### config.mk
export PLATFORM = sky130hd
export DESIGN_NAME = gpio_irq_ctrl
export DESIGN_NICKNAME = d
export VERILOG_FILES = /design/src/rtl/gpio_irq_pkg.sv /design/src/rtl/gpio_in_sync.sv /design/src/rtl/gpio_pin_slice.sv /design/src/rtl/gpio_irq_summary.sv /design/src/rtl/gpio_irq_ctrl.sv
export SDC_FILE = /design/constraint.sdc
export NUM_CORES = 1
export LEC_CHECK = 0
export BUFFER_PORTS_ARGS = -buffer_cell sky130_fd_sc_hd__buf_2
export CAP_MARGIN = 5
export CORE_MARGIN = 5
export CORE_UTILIZATION = 50
export CTS_CLUSTER_DIAMETER = 200
export DETAILED_ROUTE_END_ITERATION = 10
export PLACE_DENSITY = 0.73
export SKIP_CTS_REPAIR_TIMING = 1
export SYNTH_ARGS = -nofsm -noshare
export SYNTH_HDL_FRONTEND = slang
export SYNTH_SLANG_ARGS = --single-unit
### constraint.sdc
create_clock -name clk -period 3.8 [get_ports clk]
set_input_delay 0.76 -clock clk [delete_from_list [all_inputs] [get_ports clk]]
set_output_delay 0.76 -clock clk [all_outputs]
set_load 0.005 [all_outputs]
### src/rtl/gpio_irq_pkg.sv
package gpio_irq_pkg;

    localparam int ADDR_W = 16;
    localparam int DATA_W = 32;
    localparam int PIN_IDX_W = 8;

    localparam logic [ADDR_W-1:0] BANK_BASE  = 16'h1000;
    localparam logic [ADDR_W-1:0] ROUTE_BASE = 16'h0400;
    localparam int GROUP_STRIDE = 16;
    localparam int ROUTE_STRIDE = 4;

    localparam int OE_BIT   = 9;
    localparam int LVL_BIT  = 0;
    localparam int OUT_BIT  = 1;
    localparam int STAT_BIT = 0;
    localparam int ICFG_W   = 4;
    localparam int ROUTE_W  = 3;

    localparam logic [ROUTE_W-1:0] ROUTE_MAIN = 3'd4;
    localparam logic [ROUTE_W-1:0] ROUTE_NONE = 3'd7;

    // bit 3 raw_en, bit 2 edge_mode, bit 1 pol_high, bit 0 int_en
    typedef struct packed {
        logic raw_en;
        logic edge_mode;
        logic pol_high;
        logic int_en;
    } icfg_t;

    typedef enum logic [2:0] {
        REG_NONE,
        REG_CFG,
        REG_IO,
        REG_ICFG,
        REG_STAT,
        REG_ROUTE
    } reg_kind_e;

    typedef struct packed {
        reg_kind_e            kind;
        logic [PIN_IDX_W-1:0] pin;
    } reg_sel_t;

    typedef struct packed {
        logic               oe;
        logic               out;
        logic               lvl;
        icfg_t              icfg;
        logic               status;
        logic [ROUTE_W-1:0] route;
    } pin_view_t;

    typedef struct packed {
        logic               oe;
        logic               out;
        icfg_t              icfg;
        logic               clr;
        logic [ROUTE_W-1:0] route;
    } wr_fields_t;

    function automatic reg_sel_t decode(input logic [ADDR_W-1:0] a, input int n);
        reg_sel_t s;
        logic [ADDR_W-1:0] off;
        s.kind = REG_NONE;
        s.pin  = '0;
        off    = '0;
        if (a[1:0] == 2'b00) begin
            if (a >= BANK_BASE && a < BANK_BASE + 16'(GROUP_STRIDE * n)) begin
                off   = a - BANK_BASE;
                s.pin = PIN_IDX_W'(off >> 4);
                case (2'(off >> 2))
                    2'd0:    s.kind = REG_CFG;
                    2'd1:    s.kind = REG_IO;
                    2'd2:    s.kind = REG_ICFG;
                    default: s.kind = REG_STAT;
                endcase
            end else if (a >= ROUTE_BASE && a < ROUTE_BASE + 16'(ROUTE_STRIDE * n)) begin
                off    = a - ROUTE_BASE;
                s.pin  = PIN_IDX_W'(off >> 2);
                s.kind = REG_ROUTE;
            end
        end
        return s;
    endfunction

    function automatic logic trigger_of(input icfg_t c, input logic lvl, input logic prev);
        logic t;
        if (c.edge_mode)
            t = c.pol_high ? (lvl & ~prev) : (~lvl & prev);
        else
            t = c.pol_high ? lvl : ~lvl;
        return t;
    endfunction

    function automatic logic [DATA_W-1:0] read_word(input pin_view_t v, input reg_kind_e k);
        logic [DATA_W-1:0] w;
        w = '0;
        case (k)
            REG_CFG:   w[OE_BIT] = v.oe;
            REG_IO: begin
                w[LVL_BIT] = v.lvl;
                w[OUT_BIT] = v.out;
            end
            REG_ICFG:  w[ICFG_W-1:0] = v.icfg;
            REG_STAT:  w[STAT_BIT] = v.status;
            REG_ROUTE: w[ROUTE_W-1:0] = v.route;
            default:   w = '0;
        endcase
        return w;
    endfunction

endpackage

### src/rtl/gpio_in_sync.sv
module gpio_in_sync #(
    parameter int NUM_PINS = 8
) (
    input  logic                clk,
    input  logic                rst,
    input  logic [NUM_PINS-1:0] pin_in,
    output logic [NUM_PINS-1:0] lvl,
    output logic [NUM_PINS-1:0] prev
);
    logic [NUM_PINS-1:0] meta_q;
    logic [NUM_PINS-1:0] lvl_q;
    logic [NUM_PINS-1:0] prev_q;

    always_ff @(posedge clk) begin
        if (rst) begin
            meta_q <= '0;
            lvl_q  <= '0;
            prev_q <= '0;
        end else begin
            meta_q <= pin_in;
            lvl_q  <= meta_q;
            prev_q <= lvl_q;
        end
    end

    assign lvl  = lvl_q;
    assign prev = prev_q;

    // a rise seen by the edge detector lasts a single cycle on each pin
    assert_edge_single_pulse_R3: assert property (@(posedge clk) disable iff (rst)
        ((lvl_q & ~prev_q) != '0) |=> (((lvl_q & ~prev_q) & $past(lvl_q & ~prev_q)) == '0));

endmodule

### src/rtl/gpio_pin_slice.sv
module gpio_pin_slice
    import gpio_irq_pkg::*;
(
    input  logic       clk,
    input  logic       rst,
    input  logic       lvl,
    input  logic       prev,
    input  logic       wr_cfg,
    input  logic       wr_io,
    input  logic       wr_icfg,
    input  logic       wr_stat,
    input  logic       wr_route,
    input  wr_fields_t wf,
    output pin_view_t  view,
    output logic       pending,
    output logic       route_main
);
    logic               oe_q;
    logic               out_q;
    icfg_t              icfg_q;
    logic               status_q;
    logic [ROUTE_W-1:0] route_q;
    logic               trig;
    logic               clr_now;

    assign trig    = trigger_of(icfg_q, lvl, prev);
    assign clr_now = wr_stat & wf.clr;

    always_ff @(posedge clk) begin
        if (rst) begin
            oe_q    <= 1'b0;
            out_q   <= 1'b0;
            icfg_q  <= '0;
            route_q <= '0;
        end else begin
            if (wr_cfg)   oe_q    <= wf.oe;
            if (wr_io)    out_q   <= wf.out;
            if (wr_icfg)  icfg_q  <= wf.icfg;
            if (wr_route) route_q <= wf.route;
        end
    end

    // clear has priority over a trigger in the same cycle
    always_ff @(posedge clk) begin
        if (rst)
            status_q <= 1'b0;
        else if (clr_now)
            status_q <= 1'b0;
        else if (icfg_q.raw_en && trig)
            status_q <= 1'b1;
    end

    always_comb begin
        if (!icfg_q.int_en)
            pending = 1'b0;
        else if (icfg_q.raw_en)
            pending = status_q;
        else
            pending = trig;
    end

    assign route_main = (route_q == ROUTE_MAIN);

    assign view.oe     = oe_q;
    assign view.out    = out_q;
    assign view.lvl    = lvl;
    assign view.icfg   = icfg_q;
    assign view.status = status_q;
    assign view.route  = route_q;

    // with recording off, a clear status bit stays clear
    assert_no_record_when_off_R5: assert property (@(posedge clk) disable iff (rst)
        (!icfg_q.raw_en && !status_q) |=> !status_q);

    // a write of one to the status bit leaves it clear on the next cycle
    assert_clear_wins_R6: assert property (@(posedge clk) disable iff (rst)
        clr_now |=> !status_q);

    // writing zero to the status bit keeps a set bit set
    assert_zero_write_keeps_R6: assert property (@(posedge clk) disable iff (rst)
        (wr_stat && !wf.clr && status_q) |=> status_q);

endmodule

### src/rtl/gpio_irq_summary.sv
module gpio_irq_summary #(
    parameter int NUM_PINS = 8
) (
    input  logic                clk,
    input  logic                rst,
    input  logic [NUM_PINS-1:0] pending,
    input  logic [NUM_PINS-1:0] route_main,
    output logic                irq
);
    logic [NUM_PINS-1:0] req;
    logic                irq_q;

    assign req = pending & route_main;

    always_ff @(posedge clk) begin
        if (rst) irq_q <= 1'b0;
        else     irq_q <= |req;
    end

    assign irq = irq_q;

    // without a routed pending request the summary line falls
    assert_unrouted_silent_R8: assert property (@(posedge clk) disable iff (rst)
        (req == '0) |=> !irq_q);

    // a routed pending request raises the summary one edge later
    assert_summary_follows_R9: assert property (@(posedge clk) disable iff (rst)
        (req != '0) |=> irq_q);

endmodule

### src/rtl/gpio_irq_ctrl.sv
module gpio_irq_ctrl
    import gpio_irq_pkg::*;
#(
    parameter int NUM_PINS = 8
) (
    input  logic                clk,
    input  logic                rst,
    input  logic [15:0]         bus_addr,
    input  logic                bus_we,
    input  logic [31:0]         bus_wdata,
    output logic [31:0]         bus_rdata,
    input  logic [NUM_PINS-1:0] pin_in,
    output logic [NUM_PINS-1:0] pin_out,
    output logic [NUM_PINS-1:0] pin_oe,
    output logic                irq_summary
);
    reg_sel_t            sel;
    wr_fields_t          wf;
    logic [NUM_PINS-1:0] lvl;
    logic [NUM_PINS-1:0] prev;
    logic [NUM_PINS-1:0] pending;
    logic [NUM_PINS-1:0] route_main;
    pin_view_t           views [NUM_PINS];
    logic                unused_wdata;

    assign sel = decode(bus_addr, NUM_PINS);

    assign wf.oe    = bus_wdata[OE_BIT];
    assign wf.out   = bus_wdata[OUT_BIT];
    assign wf.icfg  = bus_wdata[ICFG_W-1:0];
    assign wf.clr   = bus_wdata[STAT_BIT];
    assign wf.route = bus_wdata[ROUTE_W-1:0];
    assign unused_wdata = ^{bus_wdata[31:10], bus_wdata[8:4]};

    gpio_in_sync #(.NUM_PINS(NUM_PINS)) u_sync (
        .clk    (clk),
        .rst    (rst),
        .pin_in (pin_in),
        .lvl    (lvl),
        .prev   (prev)
    );

    for (genvar i = 0; i < NUM_PINS; i++) begin : g_pin
        logic hit;
        assign hit = bus_we && (sel.pin == PIN_IDX_W'(i));

        gpio_pin_slice u_slice (
            .clk        (clk),
            .rst        (rst),
            .lvl        (lvl[i]),
            .prev       (prev[i]),
            .wr_cfg     (hit && sel.kind == REG_CFG),
            .wr_io      (hit && sel.kind == REG_IO),
            .wr_icfg    (hit && sel.kind == REG_ICFG),
            .wr_stat    (hit && sel.kind == REG_STAT),
            .wr_route   (hit && sel.kind == REG_ROUTE),
            .wf         (wf),
            .view       (views[i]),
            .pending    (pending[i]),
            .route_main (route_main[i])
        );

        assign pin_out[i] = views[i].out;
        assign pin_oe[i]  = views[i].oe;
    end

    always_comb begin
        bus_rdata = '0;
        for (int i = 0; i < NUM_PINS; i++) begin
            if (sel.kind != REG_NONE && sel.pin == PIN_IDX_W'(i))
                bus_rdata = read_word(views[i], sel.kind);
        end
    end

    gpio_irq_summary #(.NUM_PINS(NUM_PINS)) u_summary (
        .clk        (clk),
        .rst        (rst),
        .pending    (pending),
        .route_main (route_main),
        .irq        (irq_summary)
    );

    // the summary line is low in the first cycle after reset
    assert_reset_quiet_R1: assert property (@(posedge clk)
        rst |=> !irq_summary);

endmodule

[Yosys cells after proc, flatten, opt, wreduce, memory -nomap -nowiden]
Index checks and enable logic that the tools add are counted.
Operators by class
  add/sub/neg operators: 2
  $lt $le $gt $ge: 4
  equal/unequal tests: 22
  multiplexer cells: 92
  bitwise operators: 41
  reductions and logical operators: 79
Operators with widths (count)
  $mux W32: 7
  $logic_and A1 B1 Y1: 66
  $mux W1: 56
  $mux W11: 3
  $eq A8 B3 Y1 const B: 4
  $pmux W1 S4: 8
  $eq A3 B3 Y1 const B: 10
  $and A1 B1 Y1: 24
  $pmux W1 S3: 8
  $eq A8 B2 Y1 const B: 2
  $ge A16 B11 Y1 const B: 1
  $ge A16 B13 Y1 const B: 1
  $lt A16 B11 Y1 const B: 1
  $lt A16 B13 Y1 const B: 1
  $not A1 Y1: 16
  $pmux W1 S2: 8
  $reduce_or A2 Y1: 8
  $sub A12 B1 Y12 const B: 1
  $mux W10: 1
  $sub A10 B1 Y10 const B: 1
  $pmux W3 S3: 1
  $and A8 B8 Y8: 1
  $eq A8 B1 Y1 const B: 1
  $logic_not A8 Y1: 1
  other kinds (7): 9
Storage, ports and cells
  register bits: 105
  output and inout port bits: 49
  word-level logic and storage cells: 308

[Depth between registers and ports, before layout]
  depth in word-level cells: 15
  depth in mapped cells: 12

[Hierarchy]
From an unflattened synthesis, not the netlist that was laid out.
Unflattened totals
  cells, all modules: 677
  area total of the unflattened synthesis: 5968.2 um^2
Modules (own cells, without submodules)
  gpio_pin_slice: times used 8, cells each 45, area an instance 440.4 um^2
  gpio_irq_ctrl: times used 1, cells each 261, area an instance 1692.9 um^2
  gpio_in_sync: times used 1, cells each 50, area an instance 693.2 um^2
  gpio_irq_summary: times used 1, cells each 6, area an instance 58.8 um^2

[Least setup slack after synthesis]
OpenSTA, ideal clock, no wires.
  path kind: input-to-output
  start point: input port bus_addr[2]
  end point: output port bus_rdata[0]
  arrival time: 3273 ps
  slack: -233 ps
  cell stages on the path: 11
  buffers on the path: 1
  cells stage by stage: inv_1 -> ha_1 -> or4bb_1 -> nor4_4 -> and2_1 -> buf_6 -> a222oi_1 -> o221a_1 -> a311oi_1 -> o211ai_1 -> a21oi_1
Between the ends
  longest elaborated chain between the ends: 15
  elaborated cells on any way between the ends: 52
  those cells by class: 2 x add/sub; 4 x order compare; 13 x eq/ne; 20 x mux; 13 x reduce/logical
Ends and longest elaborated chain
  start: declaration: line gpio_irq_ctrl.sv:8  | input logic [15:0] bus_addr,
  $sub A12 B1 Y12 (tied with other cells): line gpio_irq_pkg.sv:69  | off = a - BANK_BASE;
  $eq A2 B2 Y1 (tied with other cells): line gpio_irq_pkg.sv:71  | case (2'(off >> 2))
  $pmux W3 S3 or $mux W11 (tied branches): line gpio_irq_pkg.sv:71, gpio_irq_pkg.sv:77
  $mux W11 *: line gpio_irq_pkg.sv:68  | if (a >= BANK_BASE && a < BANK_BASE + 16'(GROUP_STRIDE * n)) begin
  $mux W11 *: line gpio_irq_pkg.sv:67  | if (a[1:0] == 2'b00) begin
  $eq A3 B3 Y1 (tied with other cells): line gpio_irq_pkg.sv:98  | case (k)
  $pmux W1 S4 or $logic_and A1 B1 Y1 (tied branches): line gpio_irq_pkg.sv:98, gpio_irq_ctrl.sv:70
  $mux W10: line gpio_irq_ctrl.sv:70  | if (sel.kind != REG_NONE && sel.pin == PIN_IDX_W'(i))
  $mux W32 (6 in series): line gpio_irq_ctrl.sv:70
  $mux W32 *: line gpio_irq_ctrl.sv:70
  end: declaration: line gpio_irq_ctrl.sv:11  | output logic [31:0] bus_rdata,
Every way passes the cells marked *; elsewhere a longest branch is shown, timed or not.

[Worst setup path after layout]
  start point: input port bus_addr[11]
  end point: output port bus_rdata[1]
Between the ends
  longest elaborated chain between the ends: 15
  elaborated cells on any way between the ends: 46
  those cells by class: 1 x add/sub; 4 x order compare; 10 x eq/ne; 19 x mux; 12 x reduce/logical
Ends and longest elaborated chain
  $ge A16 B11 Y1 or $lt A16 B11 Y1 (tied branches): line gpio_irq_pkg.sv:77  | end else if (a >= ROUTE_BASE && a < ROUTE_BASE + 16'(ROUTE_STRIDE * n)) begin
  $logic_and A1 B1 Y1: line gpio_irq_pkg.sv:77
  $mux W11: line gpio_irq_pkg.sv:77
  $mux W11 *: line gpio_irq_pkg.sv:68
  $mux W11 *: line gpio_irq_pkg.sv:67
  $eq A3 B3 Y1 (tied with other cells): line gpio_irq_pkg.sv:98
  $pmux W1 S3 or $logic_and A1 B1 Y1 (tied branches): line gpio_irq_pkg.sv:98, gpio_irq_ctrl.sv:70
  $mux W10: line gpio_irq_ctrl.sv:70
  $mux W32 (6 in series): line gpio_irq_ctrl.sv:70
  $mux W32 *: line gpio_irq_ctrl.sv:70
Marked as above.

==> flow_metrics.tcl <==
set metrics [dict create \
    rrSetupSlack_ns 2.09 \
    drive_gt1_frac 0.2573 \
    grt_pass1_vias 5106 \
    instances_no_fill 929 \
    dieHeight_um 116.2 \
    worst_clock_skew_ns 0.007495 \
    cts-root-buf "clkbuf_16" \
    drtIter0Drc 755 \
    floorplan.die_area_sq_um 13500 \
    insertion_delay_ns 0.35 \
    final_common_cell "dfxtp_1" \
    pwr-share-clk 0.429 \
    final_util 0.6302 \
    pre_cts_ws_ns -0.4496 \
    power_density_nw_per_um2 324.6 \
    min_path_type "reg -> reg" \
    pwr-share-seq 0.499 \
    arrival_ns 3.33 \
    synth-edff-count 0 \
    clock_path_buffers 2 \
    antenna_found_initial 0 \
    grt-ovfl-total 0 \
    setup_tns_ns -1.021 \
    yosysWarningCount 0 \
    cts_made_buffers 9 \
    start_util 0.5157 \
    path_class "in -> out" \
    leakagePower_uw 0.002598 \
    vias 5639 \
    synth_cells 695 \
    violations "negative setup slack" \
    r2r_end "u_summary.irq" \
    ios 108 \
    fillers 951 \
    grt_max_degree 106 \
    cp-start-kind "input port" \
    rows 38 \
    async_reset_ff_frac 0 \
    cts_tree "done" \
    die_w_um 116.2 \
    design_area_sq_um 6892 \
    portBuffers 53 \
    clock_sink_count 105 \
    slew_viol_final 0 \
    critPathCaptureType "output pin" \
    r2r_cells 6 \
    max_cap_violations 0 \
    switchingPower_uw 505.8 \
    critPathMaxFanout 4 \
    routedWlPerCell_um 18.20 \
    ys_ff_latch 105 \
    place_area_sq_um 6315 \
    ys.flop_type "dfxtp_1" \
    ir_drop_mv 0.2650 \
    num_antenna_cells 0 \
    p_comb_frac 0.073 \
    tightest_slew_ns 1.059 \
    crit_required_ns 3.04 \
    syn-cell-area_sq_um 5639 \
    cts.clk_slew.worst_paths_ns 0.06 \
    finalCritPeriodShare 1.076 \
    grt_usage 0.2501 \
    switching_share 0.2261 \
    drc 0 \
    relSlewSlack 0.2937 \
    ys_types 62 \
    core_sq_um 10940 \
    wl_mm 16.91 \
    place_hpwl_mm 12.02 \
    nets 848 \
    firstDrtPassIters 9 \
    area_growth_pct 22.21 \
    most-common-layout-cells "dfxtp_1 (105), nand2_1 (102), buf_4 (86), a21oi_1 (81), buf_2 (49)" \
    rsz0062_at_grt "yes" \
    drtAntennaViolNets 0 \
    setup_viol 5 \
    setup_slack_ns -0.2883 \
    grt_first_pass_wirelength_mm 26.47 \
    viasPerCell 6.070 \
    fmax_mhz 244.6 \
    cts_max_level 3 \
    r2r-start "g_pin[0].u_slice.view[5]" \
    postSynthAreaPerCell_sq_um 8.114 \
    crit_path_end "bus_rdata[1]" \
    status "finished, violations left" \
    startpoint "bus_addr[11]" \
    final_hold_viol_count 0 \
    place_inst 903 \
    place.gp.congestion 0.9484 \
    p_int_uw 1731 \
    post-route-min-period_ns 4.088 \
    seq_area_frac_synth 0.3728 \
]
## kinds of logic (layout without fill, tap and decap cells)
logic type / count (synthesis) / in the layout / share of synthesized area
simple gates: 256 / 256 / 0.2301
flops: 105 / 105 / 0.3728
fa+ha+maj: 3 / 3 / 0.006657
other cells: 1 / 27 / 0.0006650
mux: 29 / 29 / 0.05192
xor+xnor: 16 / 16 / 0.02485
compound gates: 190 / 190 / 0.2157
buf+inv: 95 / 163 / 0.09740
## per-layer routing
metal,track usage,vias to the layer above,wire length [um]
li1,-,2608,-
met1,0.3331,2672,7076
met2,0.3993,310,7724
met3,0.04819,49,1574
met4,0.1036,0,536
met5,0,-,0
## critical path, cell delays in order
cell and delay, ns:
buf_6 0.09, or4_4 0.57, buf_6 0.16, nor4_4 0.30, and2_4 0.25, buf_6 0.12, a222oi_1 0.09, o221ai_2 0.24
a211oi_2 0.11, a2111oi_2 0.38, a211o_1 0.15, buf_2 0.11
## synthesized netlist by cell type (all sizes together) (9+ instances only)
cell type	instances	area, sq um
a211oi	9	67.56
nand3	39	195.2
nor2b	29	181.4
dfxtp	105	2102
a21oi	83	415.4
a222oi	13	130.1
nor2	34	130.1
a22oi	9	67.56
buf	55	399.1
clkbuf	37	138.9
nor4	14	130.1
mux2i	27	270.3
nand2	102	382.9
o21ai	38	190.2
## layout make-up
type / instances / area (sq um) / area share
clock buffers: 12 / 266.5 / 0.03867
clock inverters: 2 / 37.54 / 0.005447
repair buffers: 146 / 1036 / 0.1503
well taps: 140 / 175.2 / 0.02542
flip-flops and latches: 105 / 2102 / 0.3050
multi-input cells: 521 / 3246 / 0.4710
inverters: 3 / 28.78 / 0.004176
## state kept, by name, summed over array words and instances (netlist names)
register / cells
g_pin.u_slice.out_q: 8
u_sync.prev: 8
u_sync.meta_q: 8
g_pin.u_slice.oe_q: 8
g_pin.u_slice.route_q: 24
g_pin.u_slice.status_q: 8
u_summary.irq: 1
u_sync.lvl: 8
g_pin.u_slice.view: 32
## through the flow
| step | hold slack, ns | power [uW] |
|---|---|---|
| 6_report | 0.4383 | 2237 |
| 5_1_grt | 0.4619 | 2312 |
| 4_1_cts | 0.4384 | 2235 |
| 3_5_place_dp | 0.4231 | 1290 |
| 3_3_place_gp | 0.4170 | 1287 |
| 2_1_floorplan | 0.4138 | 1240 |
## power groups by stage
stage / Clock, uW / Combinational, uW / Sequential, uW
floorplan: 0 / 102 / 1140
global placement: 0 / 147 / 1140
detailed placement: 0 / 149 / 1140
CTS: 970 / 150 / 1120
global route: 1020 / 176 / 1120
finish: 959 / 162 / 1120
## worst min path at each step
stage,start,to,cells past startpoint,slack (ns)
after global placement,u_sync.meta_q[0],u_sync.lvl[0],1,0.42
after CTS,u_sync.meta_q[0],u_sync.lvl[0],1,0.44
after global routing,u_sync.meta_q[0],u_sync.lvl[0],1,0.46
after floorplan,u_sync.meta_q[0],u_sync.lvl[0],1,0.41
after detailed placement,u_sync.meta_q[0],u_sync.lvl[0],1,0.42
final,u_sync.meta_q[0],u_sync.lvl[0],1,0.44
(Power assumes the default switching activity.)
